`src/rtl/rxq_pkg.sv`:
```
package rxq_pkg;

    typedef struct packed {
        logic brk;
        logic pe;
        logic fe;
    } rxq_err_t;

    typedef enum logic [1:0] {
        LVL_EMPTY = 2'd0,
        LVL_PART  = 2'd1,
        LVL_FULL  = 2'd2
    } rxq_lvl_e;

    typedef enum logic {
        FLOW_OPEN = 1'b0,
        FLOW_HELD = 1'b1
    } rxq_flow_e;

endpackage

```
`src/rtl/rxq_store.sv`:
```
module rxq_store
    import rxq_pkg::*;
#(
    parameter int DEPTH  = 3,
    parameter int DATA_W = 8
) (
    input  logic              clk,
    input  logic              rst_n,
    input  logic              push_i,
    input  logic [DATA_W-1:0] push_data_i,
    input  rxq_err_t          push_err_i,
    input  logic              pop_i,
    input  logic              rst_err_i,
    output logic [DATA_W-1:0] head_data_o,
    output rxq_err_t          head_err_o,
    output logic              not_empty_o,
    output logic              full_o,
    output logic              overrun_o
);

    localparam int PTR_W = (DEPTH > 1) ? $clog2(DEPTH) : 1;
    localparam int CNT_W = $clog2(DEPTH + 1);
    localparam logic [PTR_W-1:0] LAST_PTR = PTR_W'(DEPTH - 1);
    localparam logic [CNT_W-1:0] FULL_CNT = CNT_W'(DEPTH);

    logic [DATA_W-1:0] data_mem [DEPTH];
    rxq_err_t          err_mem  [DEPTH];
    logic [PTR_W-1:0]  wr_ptr, rd_ptr;
    logic [CNT_W-1:0]  count_q, count_d;
    rxq_lvl_e          lvl_q, lvl_d;
    logic              do_push, do_pop;

    function automatic logic [PTR_W-1:0] ptr_step(input logic [PTR_W-1:0] p);
        return (p == LAST_PTR) ? '0 : p + 1'b1;
    endfunction

    assign do_push = push_i && (lvl_q != LVL_FULL);
    assign do_pop  = pop_i  && (lvl_q != LVL_EMPTY);
    assign count_d = count_q + CNT_W'(do_push) - CNT_W'(do_pop);

    always_comb begin
        lvl_d = lvl_q;
        unique case (lvl_q)
            LVL_EMPTY: lvl_d = do_push ? LVL_PART : LVL_EMPTY;
            LVL_PART: begin
                if (count_d == '0)
                    lvl_d = LVL_EMPTY;
                else if (count_d == FULL_CNT)
                    lvl_d = LVL_FULL;
                else
                    lvl_d = LVL_PART;
            end
            LVL_FULL:  lvl_d = do_pop ? LVL_PART : LVL_FULL;
            default:   lvl_d = LVL_EMPTY;
        endcase
    end

    always_ff @(posedge clk or negedge rst_n) begin
        if (!rst_n) begin
            lvl_q     <= LVL_EMPTY;
            count_q   <= '0;
            wr_ptr    <= '0;
            rd_ptr    <= '0;
            overrun_o <= 1'b0;
        end else begin
            lvl_q   <= lvl_d;
            count_q <= count_d;
            if (do_push) wr_ptr <= ptr_step(wr_ptr);
            if (do_pop)  rd_ptr <= ptr_step(rd_ptr);
            if (rst_err_i)
                overrun_o <= 1'b0;
            else if (push_i && lvl_q == LVL_FULL)
                overrun_o <= 1'b1;
        end
    end

    always_ff @(posedge clk) begin
        if (do_push) begin
            data_mem[wr_ptr] <= push_data_i;
            err_mem[wr_ptr]  <= push_err_i;
        end
    end

    assign head_data_o = data_mem[rd_ptr];
    assign head_err_o  = err_mem[rd_ptr];
    assign not_empty_o = (lvl_q != LVL_EMPTY);
    assign full_o      = (lvl_q == LVL_FULL);

endmodule

```
`src/rtl/rxq_status.sv`:
```
module rxq_status
    import rxq_pkg::*;
(
    input  logic     clk,
    input  logic     rst_n,
    input  rxq_err_t head_err_i,
    input  logic     head_valid_i,
    input  logic     blk_mode_i,
    input  logic     rst_err_i,
    output rxq_err_t report_o
);

    rxq_err_t acc_q;
    rxq_err_t head_seen;

    assign head_seen = head_valid_i ? head_err_i : '0;

    always_ff @(posedge clk or negedge rst_n) begin
        if (!rst_n)
            acc_q <= '0;
        else if (rst_err_i)
            acc_q <= '0;
        else
            acc_q <= acc_q | head_seen;
    end

    assign report_o = blk_mode_i ? (acc_q | head_seen) : head_seen;

endmodule

```
`src/rtl/rxq_flow.sv`:
```
module rxq_flow
    import rxq_pkg::*;
(
    input  logic clk,
    input  logic rst_n,
    input  logic auto_en_i,
    input  logic start_bit_i,
    input  logic full_i,
    input  logic sw_req_i,
    output logic rts_n_o
);

    rxq_flow_e st_q, st_d;

    always_comb begin
        st_d = st_q;
        unique case (st_q)
            FLOW_OPEN: if (auto_en_i && start_bit_i && full_i) st_d = FLOW_HELD;
            FLOW_HELD: if (!full_i) st_d = FLOW_OPEN;
            default:   st_d = FLOW_OPEN;
        endcase
    end

    always_ff @(posedge clk or negedge rst_n) begin
        if (!rst_n) st_q <= FLOW_OPEN;
        else        st_q <= st_d;
    end

    always_comb begin
        rts_n_o = 1'b1;
        unique case (st_q)
            FLOW_OPEN: rts_n_o = !sw_req_i;
            FLOW_HELD: rts_n_o = 1'b1;
            default:   rts_n_o = 1'b1;
        endcase
    end

endmodule

```
`src/rtl/rxq_top.sv`:
```
module rxq_top
    import rxq_pkg::*;
#(
    parameter int DEPTH  = 3,
    parameter int DATA_W = 8
) (
    input  logic              clk,
    input  logic              rst_n,
    input  logic              push_i,
    input  logic [DATA_W-1:0] push_data_i,
    input  logic              push_fe_i,
    input  logic              push_pe_i,
    input  logic              push_brk_i,
    input  logic              start_bit_i,
    input  logic              pop_i,
    input  logic              rst_err_i,
    input  logic              blk_mode_i,
    input  logic              irq_full_sel_i,
    input  logic              rts_auto_en_i,
    input  logic              rts_sw_i,
    output logic [DATA_W-1:0] rd_data_o,
    output logic              rx_ready_o,
    output logic              fifo_full_o,
    output logic              fe_o,
    output logic              pe_o,
    output logic              brk_o,
    output logic              overrun_o,
    output logic              irq_o,
    output logic              rts_n_o
);

    rxq_err_t push_err, head_err, report;

    assign push_err = '{brk: push_brk_i, pe: push_pe_i, fe: push_fe_i};

    rxq_store #(.DEPTH(DEPTH), .DATA_W(DATA_W)) u_store (
        .clk         (clk),
        .rst_n       (rst_n),
        .push_i      (push_i),
        .push_data_i (push_data_i),
        .push_err_i  (push_err),
        .pop_i       (pop_i),
        .rst_err_i   (rst_err_i),
        .head_data_o (rd_data_o),
        .head_err_o  (head_err),
        .not_empty_o (rx_ready_o),
        .full_o      (fifo_full_o),
        .overrun_o   (overrun_o)
    );

    rxq_status u_status (
        .clk          (clk),
        .rst_n        (rst_n),
        .head_err_i   (head_err),
        .head_valid_i (rx_ready_o),
        .blk_mode_i   (blk_mode_i),
        .rst_err_i    (rst_err_i),
        .report_o     (report)
    );

    rxq_flow u_flow (
        .clk         (clk),
        .rst_n       (rst_n),
        .auto_en_i   (rts_auto_en_i),
        .start_bit_i (start_bit_i),
        .full_i      (fifo_full_o),
        .sw_req_i    (rts_sw_i),
        .rts_n_o     (rts_n_o)
    );

    assign fe_o  = report.fe;
    assign pe_o  = report.pe;
    assign brk_o = report.brk;
    assign irq_o = irq_full_sel_i ? fifo_full_o : rx_ready_o;

endmodule

```
`config.mk`:
```
export PLATFORM = sky130hd
export DESIGN_NAME = rxq_top
export DESIGN_NICKNAME = d
export VERILOG_FILES = /design/src/rtl/rxq_pkg.sv /design/src/rtl/rxq_store.sv /design/src/rtl/rxq_status.sv /design/src/rtl/rxq_flow.sv /design/src/rtl/rxq_top.sv
export SDC_FILE = /design/constraint.sdc
export NUM_CORES = 1
export LEC_CHECK = 0
export BUFFER_PORTS_ARGS = -buffer_cell sky130_fd_sc_hd__buf_4
export CAP_MARGIN = 20
export CORE_ASPECT_RATIO = 2
export CORE_UTILIZATION = 54
export DETAILED_ROUTE_END_ITERATION = 6
export PLACE_DENSITY = 0.78
export SYNTH_ARGS = -nofsm -noshare
export SYNTH_HDL_FRONTEND = slang
export SYNTH_SLANG_ARGS = --single-unit
```
`constraint.sdc`:
```
create_clock -name clk -period 2.7 [get_ports clk]
set_clock_uncertainty 0.15 [all_clocks]
set_input_delay 0.27 -clock clk [delete_from_list [all_inputs] [get_ports clk]]
set_output_delay 0.27 -clock clk [all_outputs]
set_load 0.02 [all_outputs]
```
## Word-level counts from Yosys, hierarchy flattened

Memories as Yosys holds them, arrays and structs flattened.
Index checks and enable logic that the tools add are counted.

- Flip-flop bits (word level): 13
- Memory bits (writable): 33
- Input port bits: 21
- Output and inout port bits: 16
- Word-level logic and storage cells: 52
- Memories: 2

- Add/subtract/negate cells: 4
- Equality and inequality tests: 6
- Multiplexer cells: 19
- Bitwise gates (word level): 2
- Reduce and logical (&&, ||, !) cells: 10

Memories:

| name | words | width | rd ports | clocked after memory_dff | write ports | line | source |
|---|---|---|---|---|---|---|---|
| u_store.data_mem | 3 | 8 | 1 | 0 | 1 | rxq_store.sv:26 | `logic [DATA_W-1:0] data_mem [DEPTH];` |
| u_store.err_mem | 3 | 3 | 1 | 0 | 1 | rxq_store.sv:27 | `rxq_err_t err_mem [DEPTH];` |

Operator list:

| kind | number |
|---|---|
| 2-to-1 mux 2 bit | 5 |
| 2-to-1 mux 3 bit | 3 |
| equality test 2 bit, second input constant | 4 |
| 2-to-1 mux 1 bit | 8 |
| one-hot mux 2 bit (3 select lines) | 1 |
| logical AND 1 bit | 5 |
| adder 2 x 1 -> 2 bit, second input constant | 2 |
| logical NOT 2 bit | 2 |
| one-hot mux 1 bit (2 select lines) | 2 |
| nonzero test 2 bit | 2 |
| OR 3 bit | 1 |
| adder 2 x 1 -> 2 bit | 1 |
| equality test 2 x 1 -> 1 bit, second input constant | 1 |
| != test 2 bit, second input constant | 1 |
| subtractor 2 x 1 -> 2 bit | 1 |
| logical NOT 1 bit | 1 |
| inverter 1 bit | 1 |

## Logic depth before layout (Yosys ltp)

- Depth after elaboration: 8
- Depth in mapped cells: 10
- Mapped depth without buffers: 10

## Cells and area by module

Synthesis repeated with hierarchy kept, for this count alone.

- Cells, all modules: 126
- Area, all modules: 1850.5 µm²

Modules (own cells, without submodules):

| module | times used | cells an instance | area each (µm²) | sequential area each (µm²) |
|---|---|---|---|---|
| rxq_store | 1 | 109 | 1662.8 | 1216.2 |
| rxq_status | 1 | 12 | 130.1 | 75.1 |
| rxq_flow | 1 | 4 | 42.5 | 25.0 |
| rxq_top | 1 | 1 | 15.0 | 0.0 |

## Least setup slack after synthesis

OpenSTA, ideal clock, no wires.

- Kind: register to register
- Start point: register u_store.lvl_q[1]
- End point: register u_store.lvl_q[0]
- Setup time: 0.123 ns
- Arrival: 1.892 ns
- Path slack: 0.534 ns
- Stages on the path, launching flop included: 11
- Path buffers: 0
- Cell sequence: dfrtp_1 o21ai_1 inv_1 ha_1 inv_1 ha_1 xnor2_1 xnor2_1 ha_1 nand2_1 o21ai_1

- Elaborated cells between the ends (all ways): 16
- Classes of those cells: 2 x add/sub; 4 x eq/ne; 5 x mux; 5 x reduce/logical

RTL lines:

| element | line | source |
|---|---|---|
| start, declared | rxq_store.sv:30 | `rxq_lvl_e lvl_q, lvl_d;` |
| start signal, assigned | rxq_store.sv:66 | `lvl_q <= lvl_d;` |
| nonzero test 2 bit * | rxq_store.sv:38 | `assign do_pop = pop_i && (lvl_q != LVL_EMPTY);` |
| logical AND 1 bit * | rxq_store.sv:38 |  |
| named net u_store.do_pop | rxq_store.sv:31 | `logic do_push, do_pop;` |
| subtractor 2 x 1 -> 2 bit * | rxq_store.sv:39 | `assign count_d = count_q + CNT_W'(do_push) - CNT_W'(do_pop);` |
| named net u_store.count_d[1] | rxq_store.sv:29 | `logic [CNT_W-1:0] count_q, count_d;` |
| equality test 2 bit | rxq_store.sv:48 | `else if (count_d == FULL_CNT)` |
| 2-to-1 mux 2 bit | rxq_store.sv:48 |  |
| 2-to-1 mux 2 bit * | rxq_store.sv:46 | `if (count_d == '0)` |
| one-hot mux 2 bit (3 select lines) * | rxq_store.sv:43 | `unique case (lvl_q)` |
| named net u_store.lvl_d[0] | rxq_store.sv:30 |  |

Mark *: on every way through the listed nets, which the timed path passes. The rest lies on a longest branch.
A chain may end at the register's enable or synchronous reset.

## Worst setup path in the final report

Same ends and word-level chain as after synthesis.

==> impl_results.md <==
* Avg Cell Area, Syn at around 15 um^2
* CP cell instances: o21ai_1, inv_1, ha_1, inv_1, ha_1, xnor2_1, xnor2_1, ha_1, nand2_1, o21ai_1
* Maximum vdd drop at roughly 0.00065 V
* DR WL/cell at around 16 um
* Lkg Pwr at between 0.0009 and 0.001 uW
* Pin count of the biggest net entering global routing at 16
* PD cells at 1084 mW/mm^2
* CP Data Arrival Time at 2430 ps
* Cts bufs inserted at 5
* Synth area leaders: edfxtp_1 (52%), dfrtp_1 (17%), mux2i_1 (4.7%)
* Final min period at 2394 ps
* Status: complete, but fails checks
* Yosys reg bits at 46
* Clock root buffer: clkbuf_8
* Core Box Area at 0.003378 mm^2
* Final Wtd Congestion at ~0.72
* Reg2Reg Setup Slack at about 310 ps
* Buf/Inv on CP at 2
* Global-route wire length before repair at between 5 and 6 mm
* Async S/R FF share, synth at ~28%
* Synthesized area at about 0.0019 mm^2
* P&R area growth vs syn at 21.72%
* Final HPWL DP at ~2.4 mm
* Violated checks: design-rule violations
* Rows at 30
* HP Class: primary input to flop
* Ports at 37
* RSZ-0062 raised after global routing: false
* Achievable Freq at ~420 MHz
* Synth top cells by count: edfxtp_1 (33), nand2_1 (17), dfrtp_1 (13)
* Die width at around 44 um
* Fin crit share at roughly nine tenths
* PortBufs at 36
* Post-CTS Setup Bufs at 0
* Final Setup Violations at 0
* Yosys top cell area share at 51.97%
* Most used cell, CP: ha_1
* Initial core utilization at 56.44%
* Non-Filler Instances at ~210
* Largest fanout on the critical path at 5
* Post-Synthesis Cells at ~130
* Clock tree sinks at 46
* Crit path required time at between 2000 and 3000 ps
* CTS tree: done
* Clock transition at the registers of the reported paths at ~80 ps
* Crit path capture type: flop
* Setup_tns at 0 ps
* Die height at ~86 um
* Top-count cell post-synth: edfxtp_1
* First drt pass iteration count at 6
* Post-route DRC at 3
* Max_slew headroom at 42.49%
* ANT nets after route at 0
* Initial antenna violation count at 0
* Seq/Total Area, Yosys at 69.03%
* Die footprint at ~0.0038 mm^2
* Routed WL at between 3 and 4 mm
* DR vias at about 1100
* Starting DRT DRC Count at 34
* Largest area contributor in the netlist: edfxtp_1
* Placed insts at 196
* Clock buffer depth at 2
* H-tree levels at 2
* Vias per inst at around 5.5
* Number of global-route vias before repair at 1219
* Number of inserted diodes at 0
* Gr ovfl total at 0
* Number of flops mapped to enable cells by yosys at 33
* Synth cell types at 27
* Max-cap violations at 0
* CP Launch Type: flop
* Nets at 199
* DP Area at about 0.0022 mm^2
* Top FF cell, synth: edfxtp_1
* Kind of critical path: flop to flop
* GR Util All Layers at 19.78%
* Design area at ~0.0023 mm^2
* Hold Vio Cnt, Final at 0
* Ys Warns at 0
* Critical-path top delay cell: dfrtp_1
* Post-Syn Nets at approximately 160
* Share of cells above drive strength 1 at a little under a third
* Fin util at 68.70%
* Worst-Margin Slew at 859.0 ps
* Worst skew pair latency at 300 ps
* Crit-path max cell delay at 460 ps
* Family with the most delay on the worst path: adder cells
* Max-slew violation count at 0
power by group:
group | switching [uW] | internal, uW | total [uW] | leakage [uW]
combinational | 553 | 476 | 1030 | 0.000480
clock | 208 | 177 | 385 | 0.0000373
sequential | 151 | 951 | 1100 | 0.000470
total | 912 | 1600 | 2520 | 0.000988
registers in the layout, indices dropped and copies added (netlist names):
| register | count |
|---|---|
| u_store.count_q | 2 |
| u_store.err_mem | 9 |
| u_status.acc_q | 3 |
| u_store.lvl_q | 2 |
| u_store.overrun_o | 1 |
| u_store.rd_ptr | 2 |
| u_store.wr_ptr | 2 |
| u_flow.st_q | 1 |
| u_store.data_mem | 24 |
stage by stage:
stage | total power [uW] | hold WS, ps | setup slack (ps)
6_report | 2517 | 11.18 | 305.9
5_1_grt | 2671 | 3.779 | 95.46
4_1_cts | 2542 | 7.677 | 290.2
3_5_place_dp | 2155 | -26.57 | 295.5
3_3_place_gp | 2103 | -31.16 | 451.5
2_1_floorplan | 1792 | -175.6 | 534.1
cell type report:
cell class | count | area (um^2)
clock buffer | 6 | 72.57
clock inverter | 1 | 7.507
fill | 258 | 1057
inverter | 8 | 32.53
multi-input combinational | 72 | 526.8
sequential | 46 | 1316
tap | 32 | 40.04
timing repair buffer | 42 | 325.3
metal layers:
layer,routed length [um],track usage (%),vias up,share of wire [%]
li1,-,-,552,-
met1,1129,18.68,546,35
met2,1890,36.50,28,59
met3,131,5.263,7,4.1
met4,69,9.917,0,2.1
met5,0,0,-,0
logic make-up (layout without fill, tap and decap cells):
logic type                 after synthesis  count (layout)  share of synthesized area [%]
AOI/OAI and AO/OA                       24              24                          8.137
xor gates and xnor gates                 2               2                         0.9188
adders and majority gates                3               3                          1.969
buffers and inverters                   13              57                          3.609
DFF                                     46              46                          69.03
muxes                                   12              12                          7.087
and+or+nand+nor                         31              31                          9.251
what timing repair did:
| action | 4_1_cts | 5_1_grt |
|---|---|---|
| endpoints found under the hold margin | 16 | 6 |
| hold buffers | 2 | 2 |
| gates resized for setup | 0 | 0 |
cells in the final DEF, fill, tap and decap left out, drive strengths merged:
master / instances
buf: 38
edfxtp: 33
nand2: 17
dfrtp: 13
o21ai: 11
mux2i: 9
inv: 8
clkbuf: 6
a21oi: 5
nand2b: 5
a21o: 4
dlygate4sd3: 4
mux2: 3
o211ai: 3
ha: 3
xnor2: 2
nor2: 2
nor3b: 2
nor2b: 1
and4b: 1
nor4b: 1
or2: 1
a21boi: 1
nor3: 1
clkinvlp: 1
worst reg2reg max path, cell delays in order, from the launching register on:
cell and delay (ps):
dfrtp_1 460, o21ai_1 330, inv_1 80, ha_1 280
inv_1 40, ha_1 200, xnor2_1 180, xnor2_1 160
ha_1 270, nand2_1 70, o21ai_1 60
worst paths after layout:
path / endpoint / depth (start not counted) / start
worst min register to register: u_status.acc_q[2] / 2 / u_status.acc_q[2]
max in group asynchronous: u_flow.st_q / 2 / rst_n
min in group asynchronous: u_store.rd_ptr[1] / 2 / rst_n
worst max-delay path: u_store.lvl_q[0] / 10 / u_store.lvl_q[1]
worst max register to register: u_store.lvl_q[0] / 10 / u_store.lvl_q[1]
worst min-delay path: u_store.data_mem[2][7] / 1 / push_data_i[7]
Power figures use the tool's default switching activity.
